[src/rtl/lia_pkg.sv]
package lia_pkg;
  localparam int NCH       = 2;
  localparam int CODE_W    = 7;
  localparam int GAIN_FRAC = 15;
  localparam int GAIN_W    = GAIN_FRAC + 1;
  localparam int UNITY     = 1 << GAIN_FRAC;
  localparam int OCTAVE    = 8;

  typedef logic [CODE_W-1:0] code_t;
  typedef logic [GAIN_W-1:0] gain_t;

  // Log law: 0.75 dB per code, eight codes per halving; code 0 mutes.
  function automatic gain_t code_to_gain(input code_t c);
    int a;
    int m;
    if (c == '0) return '0;
    a = ((1 << CODE_W) - 1) - int'(c);
    case (a % OCTAVE)
      0:       m = 32768;
      1:       m = 30048;
      2:       m = 27554;
      3:       m = 25268;
      4:       m = 23170;
      5:       m = 21247;
      6:       m = 19484;
      default: m = 17867;
    endcase
    return gain_t'(m >>> (a / OCTAVE));
  endfunction
endpackage

[src/rtl/lia_ramp.sv]
module lia_ramp
  import lia_pkg::*;
#(
  parameter int RAMP_STEPS = 29,
  parameter int CNT_W      = $clog2(RAMP_STEPS + 1)
) (
  input  logic  clk,
  input  logic  rst_n,
  input  logic  load,
  input  code_t load_code,
  input  logic  adv,
  output gain_t gain
);
  gain_t            gain_q, start_q, tgt_q, next_gain;
  logic [CNT_W-1:0] cnt_q;
  logic             idle;
  int               diff, k;

  assign idle = (cnt_q == CNT_W'(RAMP_STEPS));
  assign gain = gain_q;

  always_comb begin
    diff      = int'(tgt_q) - int'(start_q);
    k         = int'(cnt_q) + 1;
    next_gain = gain_t'(int'(start_q) + (diff * k) / RAMP_STEPS);
  end

  always_ff @(posedge clk) begin
    if (!rst_n) begin
      gain_q  <= gain_t'(UNITY);
      start_q <= gain_t'(UNITY);
      tgt_q   <= gain_t'(UNITY);
      cnt_q   <= CNT_W'(RAMP_STEPS);
    end else if (load) begin
      tgt_q   <= code_to_gain(load_code);
      start_q <= gain_q;
      cnt_q   <= '0;
    end else if (adv && !idle) begin
      cnt_q  <= cnt_q + CNT_W'(1);
      gain_q <= next_gain;
    end
  end

  assert_settled_on_target_R4: assert property (@(posedge clk) disable iff (!rst_n)
    idle |-> gain_q == tgt_q);
  assert_gain_within_span_R4: assert property (@(posedge clk) disable iff (!rst_n)
    !idle |-> ((gain_q >= start_q && gain_q <= tgt_q) || (gain_q <= start_q && gain_q >= tgt_q)));
  assert_restart_keeps_gain_R6: assert property (@(posedge clk) disable iff (!rst_n)
    load |=> (gain_q == $past(gain_q) && cnt_q == '0));
  assert_step_needs_strobe_R5: assert property (@(posedge clk) disable iff (!rst_n)
    !adv && !load |=> $stable(gain_q));
endmodule

[src/rtl/lia_scale.sv]
module lia_scale
  import lia_pkg::*;
#(
  parameter int DW = 16,
  localparam int PW = DW + GAIN_W + 1
) (
  input  logic signed [DW-1:0] sample,
  input  gain_t                gain,
  output logic signed [DW-1:0] result
);
  logic signed [PW-1:0] prod, rnd, shifted;
  logic                 fits;

  always_comb begin
    prod    = PW'(sample) * PW'($signed({1'b0, gain}));
    rnd     = prod + (PW'(1) <<< (GAIN_FRAC - 1));
    shifted = rnd >>> GAIN_FRAC;
    fits    = (&shifted[PW-1:DW-1]) || !(|shifted[PW-1:DW-1]);
    if (fits)             result = shifted[DW-1:0];
    else if (shifted[PW-1]) result = {1'b1, {(DW-1){1'b0}}};
    else                  result = {1'b0, {(DW-1){1'b1}}};
  end
endmodule

[src/rtl/lia_top.sv]
module lia_top
  import lia_pkg::*;
#(
  parameter int DW         = 16,
  parameter int RAMP_STEPS = 29
) (
  input  logic          clk,
  input  logic          rst_n,
  input  logic          reg_we,
  input  logic          reg_sel,
  input  logic [7:0]    reg_wdata,
  input  logic          s_valid,
  output logic          s_ready,
  input  logic [DW-1:0] s_data_l,
  input  logic [DW-1:0] s_data_r,
  output logic          m_valid,
  input  logic          m_ready,
  output logic [DW-1:0] m_data_l,
  output logic [DW-1:0] m_data_r
);
  logic                 accept, m_valid_q;
  logic signed [DW-1:0] in_w  [NCH];
  logic signed [DW-1:0] out_w [NCH];
  logic signed [DW-1:0] m_data_q [NCH];
  gain_t                gain_w [NCH];

  assign s_ready = !m_valid_q || m_ready;
  assign accept  = s_valid && s_ready;
  assign m_valid = m_valid_q;
  assign in_w[0] = s_data_l;
  assign in_w[1] = s_data_r;
  assign m_data_l = m_data_q[0];
  assign m_data_r = m_data_q[1];

  for (genvar ch = 0; ch < NCH; ch++) begin : g_ch
    logic load;
    assign load = reg_we && !reg_wdata[7] && (int'(reg_sel) == ch);

    lia_ramp #(.RAMP_STEPS(RAMP_STEPS)) ramp_i (
      .clk       (clk),
      .rst_n     (rst_n),
      .load      (load),
      .load_code (reg_wdata[CODE_W-1:0]),
      .adv       (accept),
      .gain      (gain_w[ch])
    );

    lia_scale #(.DW(DW)) scale_i (
      .sample (in_w[ch]),
      .gain   (gain_w[ch]),
      .result (out_w[ch])
    );
  end

  always_ff @(posedge clk) begin
    if (!rst_n) begin
      m_valid_q <= 1'b0;
      for (int i = 0; i < NCH; i++) m_data_q[i] <= '0;
    end else if (accept) begin
      m_valid_q <= 1'b1;
      for (int i = 0; i < NCH; i++) m_data_q[i] <= out_w[i];
    end else if (m_ready) begin
      m_valid_q <= 1'b0;
    end
  end

  assert_hold_while_stalled_R8: assert property (@(posedge clk) disable iff (!rst_n)
    m_valid && !m_ready |=> m_valid && $stable(m_data_l) && $stable(m_data_r));
  assert_upper_write_ignored_R2: assert property (@(posedge clk) disable iff (!rst_n)
    reg_we && reg_wdata[7] && !accept |=> $stable(gain_w[0]) && $stable(gain_w[1]));
  assert_unity_passthrough_R7: assert property (@(posedge clk) disable iff (!rst_n)
    accept && gain_w[0] == gain_t'(UNITY) |=> m_data_l == $past(s_data_l));
  assert_mute_is_zero_R7: assert property (@(posedge clk) disable iff (!rst_n)
    accept && gain_w[1] == '0 |=> m_data_r == '0);
endmodule

[config.mk]
export PLATFORM = sky130hd
export DESIGN_NAME = lia_top
export DESIGN_NICKNAME = d
export VERILOG_FILES = /design/src/rtl/lia_pkg.sv /design/src/rtl/lia_ramp.sv /design/src/rtl/lia_scale.sv /design/src/rtl/lia_top.sv
export SDC_FILE = /design/constraint.sdc
export NUM_CORES = 2
export LEC_CHECK = 0
export CAP_MARGIN = 0
export CORE_MARGIN = 4
export CORE_UTILIZATION = 30
export CTS_CLUSTER_SIZE = 24
export DETAILED_ROUTE_END_ITERATION = 12
export GPL_TIMING_DRIVEN = 0
export HOLD_SLACK_MARGIN = 0.12
export PLACE_DENSITY = 0.54
export SKIP_CTS_REPAIR_TIMING = 1
export SLEW_MARGIN = 0
export SYNTH_ARGS = -nofsm -noshare
export SYNTH_HDL_FRONTEND = slang
export SYNTH_HIERARCHICAL = 1
export SYNTH_SLANG_ARGS = --single-unit
[constraint.sdc]
create_clock -name clk -period 29.6 [get_ports clk]
set_input_delay 4.44 -clock clk [delete_from_list [all_inputs] [get_ports clk]]
set_output_delay 4.44 -clock clk [all_outputs]
set_load 0.05 [all_outputs]
Yosys cells after proc, flatten, opt, wreduce, memory -nomap -nowiden

Memories as Yosys holds them, arrays and structs flattened.
Cells that the tools add are included.

Add/sub/neg operators: 12
Div/mod/pow operators: 2
Eq/ne operators: 8
Shifts and indexed selects: 2
$mul: 4
Bitwise operators: 7
Mux-type cells: 31
Reduce and logical (&&, ||, !) cells: 29

Operator list:

| cell                                                 | number |
|---|---|
| 2-to-1 mux 32 bit                                    | 6 |
| 2-to-1 mux 16 bit                                    | 9 |
| case mux 16 bit (7 select lines)                     | 1 |
| equality test 32 x 3 -> 1 bit, second input constant | 3 |
| adder 33 x 16 -> 33 bit, second input constant       | 2 |
| multiplier 16 x 17 -> 33 bit                         | 2 |
| divider 32 x 6 -> 32 bit, second input constant      | 2 |
| equality test 32 x 2 -> 1 bit, second input constant | 2 |
| multiplier 32 x 32 -> 32 bit                         | 2 |
| >>> shifter 32 x 32 -> 16 bit                        | 2 |
| subtractor 16 x 16 -> 17 bit                         | 2 |
| adder 16 bit                                         | 2 |
| adder 32 x 1 -> 32 bit                               | 1 |
| equality test 32 x 1 -> 1 bit, second input constant | 1 |
| zero test 32 bit                                     | 1 |
| 2-to-1 mux 5 bit                                     | 4 |
| adder 5 x 1 -> 6 bit, second input constant          | 2 |
| 2-to-1 mux 1 bit                                     | 11 |
| adder 5 x 1 -> 5 bit, second input constant          | 2 |
| equality test 5 bit, second input constant           | 2 |
| OR reduction 3 bit                                   | 3 |
| subtractor 7 x 7 -> 8 bit, first input constant      | 1 |
| zero test 7 bit                                      | 1 |
| logical AND 1 bit                                    | 6 |
| other kinds (9)                                      | 25 |

RAM bits: 32
Output and inout bits: 34
Word-level logic and storage cells: 107
Memories: 1
Flip-flop bits (word level): 107
Input port bits: 46

Memory list:

| memory   | words | width | read ports | clocked after memory_dff | wr ports | RTL line      | source |
|---|---|---|---|---|---|---|---|
| m_data_q | 2     | 16    | 2          | 0                        | 2        | lia_top.sv:24 | `logic signed [DW-1:0] m_data_q [NCH];` |

Longest topological paths before layout

Depth in word-level cells: 10
Gate-level depth with buffers: 112
Mapped depth without buffers: 100

Hierarchy

Netlist, hierarchy kept.

By module, submodules not included:

| module                    | area each (µm²) | cells an instance | instances |
|---|---|---|---|
| lia_scale                 | 8987.4          | 1038              | 2 |
| lia_ramp (g_ch[0].ramp_i) | 14592.7         | 2002              | 1 |
| lia_ramp (g_ch[1].ramp_i) | 13341.5         | 1834              | 1 |
| lia_top                   | 1508.9          | 81                | 1 |

Least setup slack after synthesis

No wires, ideal clock.

Path kind: reg-to-reg
From: register g_ch[1].ramp_i.start_q[1]
To: register g_ch[1].ramp_i.gain_q[15]
Data arrival time: 21807 ps
Data required time: 29460 ps
Path buffers: 6
Cell stages (with the launch flop): 101
Slack: 7653 ps
Cell sequence: dfxtp_1 > inv_1 > ha_1 > nor2b_1 > o21ai_0 > nand2b_1 > a21o_1 > a21o_1 > a21oi_1 > o21bai_1 > a21o_1 > a21o_1 > a21o_1 > a21o_1 > a21o_1 > a21o_1 > a21o_1 > a21oi_1 > [65 not listed] > a21o_1 > a21o_1 > a21oi_1 > o21bai_1 > a21oi_1 > o21bai_1 > a21oi_1 > o21bai_1 > a21oi_1 > o21bai_1 > a21oi_1 > o21bai_1 > a21oi_1 > xnor2_1 > xnor2_1 > nand3_1 > a21oi_1 > a311oi_1

Longest elaborated chain between the ends: 4

RTL lines:

| element                      | RTL line       | source |
|---|---|---|
| from (decl)                  | lia_ramp.sv:14 | `gain_t gain_q, start_q, tgt_q, next_gain;` |
| from (signal assigned)       | lia_ramp.sv:31 | `start_q <= gain_t'(UNITY);` |
| from (signal assigned)       | lia_ramp.sv:36 | `start_q <= gain_q;` |
| subtractor 16 x 16 -> 17 bit | lia_ramp.sv:23 | `diff = int'(tgt_q) - int'(start_q);` |
| multiplier 32 x 32 -> 32 bit | lia_ramp.sv:25 | `next_gain = gain_t'(int'(start_q) + (diff * k) / RAMP_STEPS);` |
| divider 32 x 6 -> 32 bit     | lia_ramp.sv:25 |  |
| adder 16 bit (*)             | lia_ramp.sv:25 |  |
| to (signal assigned)         | lia_ramp.sv:30 | `gain_q <= gain_t'(UNITY);` |
| to (signal assigned)         | lia_ramp.sv:40 | `gain_q <= next_gain;` |
| to (decl)                    | lia_ramp.sv:14 |  |

Mark *: on every way between the ends. The rest lies on a longest branch, timed or not.
A chain may end at the register's enable or synchronous reset.

Worst setup path in the final report

From: register g_ch[0].ramp_i.start_q[1]
To: register g_ch[0].ramp_i.gain_q[15]

Longest elaborated chain between the ends: 4

RTL lines:

| element                      | RTL line |
|---|---|
| from (decl)                  | lia_ramp.sv:14 |
| from (signal assigned)       | lia_ramp.sv:31 |
| from (signal assigned)       | lia_ramp.sv:36 |
| subtractor 16 x 16 -> 17 bit | lia_ramp.sv:23 |
| multiplier 32 x 32 -> 32 bit | lia_ramp.sv:25 |
| divider 32 x 6 -> 32 bit     | lia_ramp.sv:25 |
| adder 16 bit (*)             | lia_ramp.sv:25 |
| to (signal assigned)         | lia_ramp.sv:30 |
| to (signal assigned)         | lia_ramp.sv:40 |
| to (decl)                    | lia_ramp.sv:14 |

Marks and branches as above.

==> qor.txt <==
final hold slack: 0.478 ns
largest net degree at the start of global routing: 21
vias per cell: 5.32
post-synth top area share: 22.5%
worst slew pin tran: 1.20 ns
FF+latch count, synth: 139
Row Count: 145
Post-Synth Simple-Gate Area: 21.9%
Die Footprint: 0.164 sq mm
H-tree depth: 4
CP most frequent cell: a21oi_1
WP data arrival: 27.37 ns
post-route minimum period: 27.04 ns
Worst Reg2Reg Path Length in Cells: 99
yosys warns: 6
gr ovfl total: 0
max-slew violation count: 0
antenna-violating nets left: 0
Synth Cell Area: 0.0474 sq mm
Synth area leader: fa_1
Initial Util: 30.3%
drt pass-1 iters: 9
Detailed Route Iter0 Violations: 3437
CP top delay family: compound AO/OA/AOI/OAI gates
Register Area: 0.00310 sq mm
number of global-route vias before repair: 42600
ys flop type: dfxtp_1
xor and xnor area share after synthesis: 5.72%
DR WL/cell: 17.7 microns
endpoints failing hold: 0
CTS Root Cell: clkbuf_16
r2r endpoint: g_ch[0].ramp_i/gain[15]$_SDFFE_PN1P_
Adder-Cell Fraction of Synth Area: 33.3%
combinational family with the most area after synthesis: adder cells
DPL Wire Length: 120000 microns
layout cell share with drive strength beyond 1: 5.57%
first-pass GRT wire length: 236000 microns
status: complete, no violations
multiplexer share of the synthesized area: 1.89%
CTS tree: yes
I/O pins: 80
Area Overhead vs Synth: 8.48%
Fill cells: 16600
Core Region: 0.157 sq mm
CTS Buf Count: 17
initial antenna violation count: 12
syn nets: 6977
total track usage: 17.4%
Worst path slowest cell: o31ai_1
Clock Skew: 0.0166 ns
max capacitance violation total: 0
crit path max fanout: 10
clk buf depth: 2
RSZ-0062 raised after global routing: no
hold crit path type: flip-flop to flip-flop
Netlist cell types: 143
Vias: 43400
syn_area_per_cell: 7.91 sq um
dpl cells: 8130
max frequency: 37.0 MHz
Synth area leaders: fa_1 23%, ha_1 11%, inv_1 6.3%
Cells after Synth: 5993
Worst-path clk slew: 0.07 ns
EDFF count, synth: 32
Die W: 406 microns
Rel. slew slack: 19.7%
CTS Sinks: 139
CP Depth: 99
reg2reg setup slack: 2.56 ns
area of the multi-input gates: 0.0401 sq mm
Post-Route Setup TNS: 0 ns
CP Launch Point: g_ch[0].ramp_i/start_q[1]$_SDFFE_PN0P_
startpoint type of the worst setup path: flip-flop
buffer and inverter count on the worst path: 7
I/O Buffers: 78
crit end category: flip-flop
CP Data Required Time: 29.94 ns
Max stage delay on crit path: 0.98 ns
sequential cell area fraction in the yosys report: 6.54%
Final #Nets: 7075
critical path class: flip-flop to flip-flop
post-route DRC violation count: 0
Period Utilization, post-route: 91.3%
Die Span Y: 406 microns
final WL: 145000 microns
GPL Wtd Cong: 0.933
post-synthesis compound-gate area fraction: 21.8%
Synth async-reset ratio: 0%
Setup-failing EPs final: 0
Critical R2R Launch: g_ch[0].ramp_i/start_q[1]$_SDFFE_PN0P_
clock latency at the later pin of the worst-skew pair: 0.47 ns
Finished Layout Cells: 8168
worst setup path endpoint: g_ch[0].ramp_i/gain[15]$_SDFFE_PN1P_
==> flip-flops by register name, indices dropped and copies added (netlist names) <==
signal               flops
g_ch.ramp_i/start_q     32
m_valid                  1
m_data_q                32
g_ch.ramp_i/gain        32
g_ch.ramp_i/cnt_q       10
g_ch.ramp_i/tgt_q       32
==> logic make-up (layout without fill, tap and decap cells) <==
family | Yosys count | after routing
fa+ha+maj | 944 | 944
compound gates | 1418 | 1418
other cells | 0 | 6
xor+xnor | 301 | 301
flops | 139 | 139
mux | 85 | 85
simple gates | 2044 | 2044
buf+inv | 1062 | 1173
==> cell usage after synthesis (32+ instances only) <==
library cell  instances
o21a_1               44
nor2_1              462
and2_1              314
xnor2_1             206
dfxtp_1             107
clkbuf_1            180
nand4_1              50
a21o_1               84
inv_1               791
buf_2                39
mux2i_1              64
xor2_1               86
nand2b_1             59
o211ai_1             67
nand3_1             121
a211oi_1             46
o22ai_1              66
or3_1                42
ha_1                404
a31oi_1              58
o21bai_1             38
nand2_1             583
a21oi_1             274
o21ai_1              39
or2_2                49
and3_1               33
nor3_1              100
nor2b_1              55
fa_1                534
edfxtp_1             32
o31ai_1              50
o21ai_0             222
==> routing by layer <==
metal,vias to the layer above,wire length [microns],GRT usage [%]
met5,-,31,0
met1,21200,69000,25.2
met4,4,1650,2.30
met3,124,8250,2.34
met2,1314,66000,28.3
li1,20800,-,-
==> worst reg2reg max path: cells and delay by family, from the launching register on <==
family,cells,cell delay [ns]
AOI/OAI and AO/OA,62,16.10
xor gates and xnor gates,7,2.59
adders and majority gates,9,3.40
buffers and inverters,7,0.94
DFF,1,0.53
muxes,1,0.26
and+or+nand+nor,13,3.15
==> layout make-up <==
| class | count | area share, % |
|---|---|---|
| multi-input combinational | 4792 | 78.0 |
| antenna | 6 | 0.0292 |
| clock buffer | 17 | 0.827 |
| timing repair buffer | 79 | 1.57 |
| tap | 2058 | 5.01 |
| sequential | 139 | 6.03 |
| inverter | 801 | 5.85 |
| buffer | 261 | 2.29 |
| clock inverter | 15 | 0.360 |
==> worst min path at each step <==
| stage | start | to | cells after the start |
|---|---|---|---|
| after detailed placement | g_ch[0].ramp_i/tgt_q[0]$_SDFFE_PN0P_ | g_ch[0].ramp_i/tgt_q[0]$_SDFFE_PN0P_ | 1 |
| after global placement | g_ch[0].ramp_i/tgt_q[0]$_SDFFE_PN0P_ | g_ch[0].ramp_i/tgt_q[0]$_SDFFE_PN0P_ | 1 |
| after global routing | g_ch[0].ramp_i/tgt_q[0]$_SDFFE_PN0P_ | g_ch[0].ramp_i/tgt_q[0]$_SDFFE_PN0P_ | 1 |
| after floorplan | g_ch[1].ramp_i/tgt_q[3]$_SDFFE_PN0P_ | g_ch[1].ramp_i/tgt_q[3]$_SDFFE_PN0P_ | 2 |
| after CTS | g_ch[0].ramp_i/tgt_q[0]$_SDFFE_PN0P_ | g_ch[0].ramp_i/tgt_q[0]$_SDFFE_PN0P_ | 1 |
| final | g_ch[0].ramp_i/tgt_q[0]$_SDFFE_PN0P_ | g_ch[0].ramp_i/tgt_q[0]$_SDFFE_PN0P_ | 1 |
==> placed cells by master, fill, tap and decap left out, types with 59 or more instances in the layout <==
| cell | count |
|---|---|
| inv_1 | 791 |
| nand2_1 | 583 |
| fa_1 | 534 |
| nor2_1 | 462 |
| ha_1 | 404 |
| and2_1 | 314 |
| a21oi_1 | 274 |
| o21ai_0 | 221 |
| xnor2_1 | 206 |
| clkbuf_1 | 180 |
| nand3_1 | 121 |
| dfxtp_1 | 107 |
| nor3_1 | 100 |
| xor2_1 | 86 |
| a21o_1 | 84 |
| clkdlybuf4s50_1 | 78 |
| o211ai_1 | 67 |
| o22ai_1 | 66 |
| mux2i_1 | 64 |
| nand2b_1 | 59 |
==> stage by stage <==
| stage | setup slack (ns) | instance area [sq um] | utilization (%) |
|---|---|---|---|
| 6_report | 2.56 | 51400 | 32.9 |
| 2_1_floorplan | 7.65 | 47400 | - |
| 4_1_cts | 2.68 | 51400 | 32.8 |
| 3_3_place_gp | 2.93 | 50800 | 32.4 |
| 3_5_place_dp | 2.76 | 50800 | 32.5 |
| 5_1_grt | 0.299 | 51400 | 32.8 |
Power is not shown: default switching activity piles up to over one toggle a cycle in this logic, so the estimate is an artifact.
